--- config.mk ---
export PLATFORM = sky130hd
export DESIGN_NAME = pdma_chan_regs
export DESIGN_NICKNAME = d
export VERILOG_FILES = /design/src/rtl/pdma_chan_pkg.sv /design/src/rtl/pdma_cfg_reg.sv /design/src/rtl/pdma_status_sticky.sv /design/src/rtl/pdma_ctrl_word.sv /design/src/rtl/pdma_chan_regs.sv
export SDC_FILE = /design/constraint.sdc
export NUM_CORES = 1
export LEC_CHECK = 0
export ABC_AREA = 1
export BUFFER_PORTS_ARGS = -buffer_cell sky130_fd_sc_hd__buf_2
export CAP_MARGIN = 0
export CORE_MARGIN = 1.5
export CORE_UTILIZATION = 53
export CTS_CLUSTER_SIZE = 40
export DETAILED_ROUTE_END_ITERATION = 8
export PLACE_DENSITY = 0.81
export SLEW_MARGIN = 20
export SYNTH_ARGS = -nofsm -noshare
export SYNTH_HDL_FRONTEND = slang
export SYNTH_HIERARCHICAL = 1
export SYNTH_SLANG_ARGS = --single-unit
--- constraint.sdc ---
create_clock -name clk -period 1.76 [get_ports clk]
set_clock_uncertainty 0.1 [all_clocks]
set_input_delay 0.264 -clock clk [delete_from_list [all_inputs] [get_ports clk]]
set_output_delay 0.264 -clock clk [all_outputs]
set_load 0.05 [all_outputs]
--- src/rtl/pdma_chan_pkg.sv ---
package pdma_chan_pkg;
  typedef enum logic [1:0] {
    ST_IDLE = 2'd0,
    ST_PKT  = 2'd1,
    ST_REG  = 2'd2
  } chan_state_e;

  localparam logic [7:0] OFS_CTRL   = 8'h00;
  localparam logic [7:0] OFS_STAT   = 8'h02;
  localparam logic [7:0] OFS_COUNT  = 8'h04;
  localparam logic [7:0] OFS_NEXT   = 8'h0C;
  localparam logic [7:0] OFS_LUT    = 8'h10;
  localparam logic [7:0] OFS_FIN    = 8'h14;
  localparam logic [7:0] OFS_FOUT   = 8'h16;
  localparam logic [7:0] OFS_LOCK   = 8'hC7;

  localparam int BIT_MASK  = 8;
  localparam int BIT_START = 7;
  localparam int BIT_RST   = 5;

  localparam logic [7:0] LOCK_KEY = 8'h07;
endpackage

--- src/rtl/pdma_cfg_reg.sv ---
module pdma_cfg_reg #(
  parameter int          W   = 16,
  parameter logic [W-1:0] RST = '0
) (
  input  logic         clk,
  input  logic         rst_n,
  input  logic         we,
  input  logic [W-1:0] d,
  output logic [W-1:0] q
);
  always_ff @(posedge clk or negedge rst_n) begin
    if (!rst_n)  q <= RST;
    else if (we) q <= d;
  end
endmodule

--- src/rtl/pdma_status_sticky.sv ---
module pdma_status_sticky (
  input  logic       clk,
  input  logic       rst_n,
  input  logic       rd_clr,
  input  logic       ev_done,
  input  logic [2:0] ev_err,
  output logic [7:0] status
);
  logic [7:0] ev_vec;
  logic [7:0] status_nx;

  always_comb begin
    ev_vec    = {ev_done, ev_err[2], 1'b0, ev_err[1], 3'b000, ev_err[0]};
    status_nx = (rd_clr ? 8'h00 : status) | ev_vec;
  end

  always_ff @(posedge clk or negedge rst_n) begin
    if (!rst_n) status <= 8'h00;
    else        status <= status_nx;
  end
endmodule

--- src/rtl/pdma_ctrl_word.sv ---
module pdma_ctrl_word
  import pdma_chan_pkg::*;
(
  input  logic        clk,
  input  logic        rst_n,
  input  logic        we,
  input  logic        wd_mask,
  input  logic        wd_start,
  input  logic        wd_rst,
  input  logic [1:0]  wd_mode,
  input  logic        lock_ok,
  input  logic        ev_done,
  output logic        mask_q,
  output logic        rst_q,
  output logic [1:0]  mode_q,
  output logic        start_q,
  output chan_state_e state_q
);
  logic        mask_nx, rst_nx, start_nx;
  logic [1:0]  mode_nx;
  chan_state_e state_nx;

  always_comb begin
    mask_nx  = mask_q;
    rst_nx   = rst_q;
    mode_nx  = mode_q;
    start_nx = 1'b0;
    state_nx = state_q;
    if (ev_done && state_q == ST_PKT) state_nx = ST_IDLE;
    if (we) begin
      mask_nx = wd_mask;
      mode_nx = wd_mode;
      rst_nx  = wd_rst;
      if (wd_rst) begin
        state_nx = ST_IDLE;
      end else if (wd_start) begin
        if (!rst_q && lock_ok && state_q != ST_PKT) begin
          start_nx = 1'b1;
          state_nx = ST_PKT;
        end
      end else if (rst_q) begin
        state_nx = ST_IDLE;
      end else begin
        state_nx = ST_REG;
      end
    end
  end

  always_ff @(posedge clk or negedge rst_n) begin
    if (!rst_n) begin
      mask_q  <= 1'b0;
      rst_q   <= 1'b0;
      mode_q  <= 2'd3;
      start_q <= 1'b0;
      state_q <= ST_IDLE;
    end else begin
      mask_q  <= mask_nx;
      rst_q   <= rst_nx;
      mode_q  <= mode_nx;
      start_q <= start_nx;
      state_q <= state_nx;
    end
  end
endmodule

--- src/rtl/pdma_chan_regs.sv ---
module pdma_chan_regs
  import pdma_chan_pkg::*;
#(
  parameter int          DATA_W  = 32,
  parameter int          CNT_W   = 16,
  parameter int          THR_W   = 16,
  parameter int          PTR_W   = 32,
  parameter int          LUT_W   = 32,
  parameter logic [15:0] THR_RST = 16'h0100,
  parameter logic [15:0] CNT_RST = 16'h0001
) (
  input  logic              clk,
  input  logic              rst_n,
  input  logic [7:0]        bus_addr,
  input  logic              bus_wr,
  input  logic              bus_rd,
  input  logic [DATA_W-1:0] bus_wdata,
  output logic [DATA_W-1:0] bus_rdata,
  input  logic              eng_done,
  input  logic [2:0]        eng_err,
  output logic              eng_start,
  output logic              eng_rst,
  output logic [1:0]        chan_state,
  output logic [1:0]        pio_mode,
  output logic [CNT_W-1:0]  desc_count,
  output logic [PTR_W-1:0]  next_desc,
  output logic [LUT_W-1:0]  lut_base,
  output logic [THR_W-1:0]  fifo_in_thr,
  output logic [THR_W-1:0]  fifo_out_thr,
  output logic              irq
);
  localparam int NCFG = 6;

  logic [NCFG-1:0] cfg_we;
  logic            ctrl_we, stat_clr, lock_ok;
  logic            ctrl_mask, ctrl_rst, ctrl_start;
  logic [1:0]      ctrl_mode;
  logic [7:0]      status_q, lock_q;
  chan_state_e     state_q;

  always_comb begin
    ctrl_we  = bus_wr && bus_addr == OFS_CTRL;
    stat_clr = bus_rd && bus_addr == OFS_STAT;
    cfg_we   = '0;
    if (bus_wr) begin
      cfg_we[0] = bus_addr == OFS_COUNT;
      cfg_we[1] = bus_addr == OFS_NEXT;
      cfg_we[2] = bus_addr == OFS_LUT;
      cfg_we[3] = bus_addr == OFS_FIN;
      cfg_we[4] = bus_addr == OFS_FOUT;
      cfg_we[5] = bus_addr == OFS_LOCK;
    end
  end

  pdma_cfg_reg #(.W(CNT_W), .RST(CNT_W'(CNT_RST))) u_count (
    .clk(clk), .rst_n(rst_n), .we(cfg_we[0]), .d(bus_wdata[CNT_W-1:0]), .q(desc_count));
  pdma_cfg_reg #(.W(PTR_W), .RST('0)) u_next (
    .clk(clk), .rst_n(rst_n), .we(cfg_we[1]), .d(bus_wdata[PTR_W-1:0]), .q(next_desc));
  pdma_cfg_reg #(.W(LUT_W), .RST('0)) u_lut (
    .clk(clk), .rst_n(rst_n), .we(cfg_we[2]), .d(bus_wdata[LUT_W-1:0]), .q(lut_base));
  pdma_cfg_reg #(.W(THR_W), .RST(THR_W'(THR_RST))) u_fin (
    .clk(clk), .rst_n(rst_n), .we(cfg_we[3]), .d(bus_wdata[THR_W-1:0]), .q(fifo_in_thr));
  pdma_cfg_reg #(.W(THR_W), .RST(THR_W'(THR_RST))) u_fout (
    .clk(clk), .rst_n(rst_n), .we(cfg_we[4]), .d(bus_wdata[THR_W-1:0]), .q(fifo_out_thr));
  pdma_cfg_reg #(.W(8), .RST(8'h00)) u_lock (
    .clk(clk), .rst_n(rst_n), .we(cfg_we[5]), .d(bus_wdata[7:0]), .q(lock_q));

  assign lock_ok = lock_q == LOCK_KEY;

  pdma_ctrl_word u_ctrl (
    .clk(clk), .rst_n(rst_n), .we(ctrl_we),
    .wd_mask(bus_wdata[BIT_MASK]), .wd_start(bus_wdata[BIT_START]),
    .wd_rst(bus_wdata[BIT_RST]), .wd_mode(bus_wdata[1:0]),
    .lock_ok(lock_ok), .ev_done(eng_done),
    .mask_q(ctrl_mask), .rst_q(ctrl_rst), .mode_q(ctrl_mode),
    .start_q(ctrl_start), .state_q(state_q));

  pdma_status_sticky u_stat (
    .clk(clk), .rst_n(rst_n), .rd_clr(stat_clr),
    .ev_done(eng_done), .ev_err(eng_err), .status(status_q));

  assign eng_start  = ctrl_start;
  assign eng_rst    = ctrl_rst;
  assign chan_state = state_q;
  assign pio_mode   = ctrl_mode;
  assign irq        = (status_q != 8'h00) && !ctrl_mask;

  always_comb begin
    bus_rdata = '0;
    if (bus_rd) begin
      case (bus_addr)
        OFS_CTRL:  bus_rdata = DATA_W'({ctrl_mask, 2'b00, ctrl_rst, 3'b000, ctrl_mode});
        OFS_STAT:  bus_rdata = DATA_W'(status_q);
        OFS_COUNT: bus_rdata = DATA_W'(desc_count);
        OFS_NEXT:  bus_rdata = DATA_W'(next_desc);
        OFS_LUT:   bus_rdata = DATA_W'(lut_base);
        OFS_FIN:   bus_rdata = DATA_W'(fifo_in_thr);
        OFS_FOUT:  bus_rdata = DATA_W'(fifo_out_thr);
        OFS_LOCK:  bus_rdata = DATA_W'(lock_q);
        default:   bus_rdata = '0;
      endcase
    end
  end
endmodule

==> impl_metrics.py <==
metrics = {
    "floorplanning": {
        "dieWidth_um": 117,
        "core_area_um2": 12600,
        "rows": 41,
        "fp.dieH_um": 117,
        "io_pins": 199,
        "die-area_um2": 13700,
        "start_util_pct": 54.5,
    },
    "routing": {
        "ant_nets": 0,
        "met3_wirelength_um": 3190,
        "top_layer": "met4",
        "first_iter_violations": 1271,
        "dr.pass1.iters": 8,
        "vias": 7987,
        "viasPerCell": 5.91,
        "wirelength_um": 28700,
        "route.detailed.drc": 0,
        "wl_met1_um": 10000,
        "wl_per_cell_um": 21.2,
        "wl_met2_um": 13700,
    },
    "final_layout": {
        "antenna_cells": 0,
        "drive_gt1_share_pct": 42.9,
        "syn_to_final_growth_pct": 54.7,
        "fin_nets": 1214,
        "stdcell_area_um2": 10600,
        "final_cell_mix": "nand2_1, buf_2, dfrtp_1",
        "fill_cells": 656,
        "fin_util_pct": 84.3,
        "layout_commonest_cell": "nand2_1",
    },
    "setup_path": {
        "critPathLaunchType": "input pin",
        "cp_data_required_time_ns": 1.40,
        "worstPathArrival_ns": 1.73,
        "critPathKind": "input pin to output pin",
        "end_kind": "output pin",
        "rrSetupSlack_ns": 0.13,
        "cp_max_fo": 4,
    },
    "place": {
        "gp_congestion": 0.939,
        "port_buffers": 198,
        "post_dp_cell_area_um2": 8500,
        "detailed_place_hpwl_um": 14900,
    },
    "timing": {
        "finalSetupViolCount": 33,
        "setup_ws_ns": -0.338,
        "period_needed_ns": 2.10,
        "hold_slack_ns": 0.00204,
        "hold_viol": 0,
        "finalCritPeriodShare_pct": 119,
        "maxSlewViolCount": 0,
        "max_freq_mhz": 477,
        "rsz0062_at_grt": "true",
    },
    "yosys": {
        "async_flop_share_pct": 100,
        "ys_seq_elements": 131,
        "syn_area_um2": 6880,
        "ys.flop_type": "dfrtp_1",
        "yosysWarningCount": 6,
        "synthDistinctLibCells": 30,
        "synth_edf_count": 0,
        "synth_cells": 898,
        "yosysSeqAreaShare_pct": 47.8,
        "syn-mean-instance-area_um2": 7.66,
    },
    "global_route": {
        "grt_pass1_vias": 7277,
        "grt-ovfl-total": 0,
        "grt_antenna_before_repair": 0,
        "grt_pass1_wl_um": 37800,
        "grt_max_degree": 56,
        "grtUsageTotal_pct": 37.0,
    },
    "clock_network": {
        "root_buffer": "clkbuf_16",
        "clk_latency_ns": 0.44,
        "cts_buffers": 17,
        "cts_max_level": 4,
        "clk_pin_slew_ns": 0.06,
        "cts_num_sinks": 131,
        "cts_tree": "built",
        "clockBufferDepth": 2,
    },
    "power_and_ir_drop": {
        "p_per_area_nw_per_um2": 817,
        "leakage_uw": 0.00590,
        "peakVddDrop_uv": 719,
    },
    "min_path": {
        "hold_class": "input pin to flip-flop",
    },
    "run_status": {
        "violations": "setup timing",
        "status": "finished, violations left",
    },
    "flow_run": {
        "max_cap_violations": 0,
    },
}
-- flip-flops by register name (all words and copies together) (netlist names) --
name            count
u_count/q          16
u_ctrl/mask_q       1
u_ctrl/mode_q       2
u_ctrl/rst_q        1
u_ctrl/start_q      1
u_ctrl/state_q      2
u_fin/q            16
u_fout/q           16
u_lock/q            8
u_lut/q            32
u_next/q           32
u_stat/status       4
-- worst paths after layout --
check | startpoint | to | depth (start not counted)
setup / recovery | bus_addr[3] | bus_rdata[22] | 13
hold / removal | bus_wdata[14] | u_fin/q[14] | 3
setup reg to reg | u_lock/q[1] | u_ctrl/start_q | 6
hold reg to reg | u_fin/q[8] | u_fin/q[8] | 2
max in group asynchronous | rst_n | u_next/q[1] | 3
min in group asynchronous | rst_n | u_lut/q[6] | 2
-- power breakdown --
part / leakage, uW / internal [uW] / switching, uW
registers: 0.00176 / 3170 / 173
clock network: 0.000313 / 2620 / 1370
logic: 0.00382 / 365 / 993
-- cells in the mapped netlist (6+ instances only) --
library cell,number,area [um^2]
nand2_1,438,1640
dfrtp_1,126,3150
nand3_1,99,495
nor2_1,61,229
nand2_2,39,244
inv_1,29,109
a21oi_1,22,110
buf_6,19,214
buf_2,8,40.0
buf_4,8,60.1
clkbuf_8,6,82.6
-- kinds of logic after synthesis --
family | Yosys count | share of synthesized area, %
buffers and inverters | 89 | 10.0
multiplexers | 3 | 0.655
flip-flops | 131 | 47.8
AND/OR/NAND/NOR | 651 | 39.8
other | 1 | 0.0545
AO/OA/AOI/OAI | 23 | 1.67
-- through the flow --
step | cells | setup WS [ns] | power [uW] | TNS, ns
CTS | 1340 | -0.123 | 8500 | -2.41
finish | 1351 | -0.338 | 8690 | -6.50
floorplan | 901 | -0.0412 | 4090 | -0.0968
global placement | 1274 | -0.274 | 4500 | -6.97
detailed placement | 1274 | -0.320 | 4520 | -8.98
global route | 1351 | -0.347 | 8880 | -7.54
-- layout make-up --
| class | count | area (um^2) | share of cell area (%) |
|---|---|---|---|
| clock buffer | 23 | 478 | 4.49 |
| sequential | 131 | 3280 | 30.9 |
| inverter | 40 | 220 | 2.07 |
| tap | 172 | 215 | 2.02 |
| timing repair buffer | 295 | 2520 | 23.7 |
| clock inverter | 9 | 175 | 1.65 |
| multi-input combinational | 681 | 3750 | 35.2 |
-- critical path, cell delays in order --
cell	delay, ns
buf_8	0.11
inv_6	0.07
nand2_8	0.07
nor2_4	0.20
buf_4	0.16
buf_6	0.11
nand2_4	0.07
nand2_1	0.08
nor2_1	0.08
nand2_2	0.13
nand2_4	0.09
nor2_4	0.13
buf_8	0.15
-- repair_timing --
item / CTS / global route
gates cloned: 4 / 5
setup endpoints to repair: 33 / 33
hold buffers: 21 / 0
buffers inserted: 9 / 8
endpoints found under the hold margin: 140 / 0
gates resized for setup: 163 / 99
pin swaps: 16 / 35
-- routing by layer --
metal  vias up  global-route usage (%)
met1      3762                    46.8
met3       190                    9.99
met2       713                    57.3
li1       3322                       -
met4         0                    21.9
met5         -                       0
No activity file was read; power rests on OpenSTA's default activity.
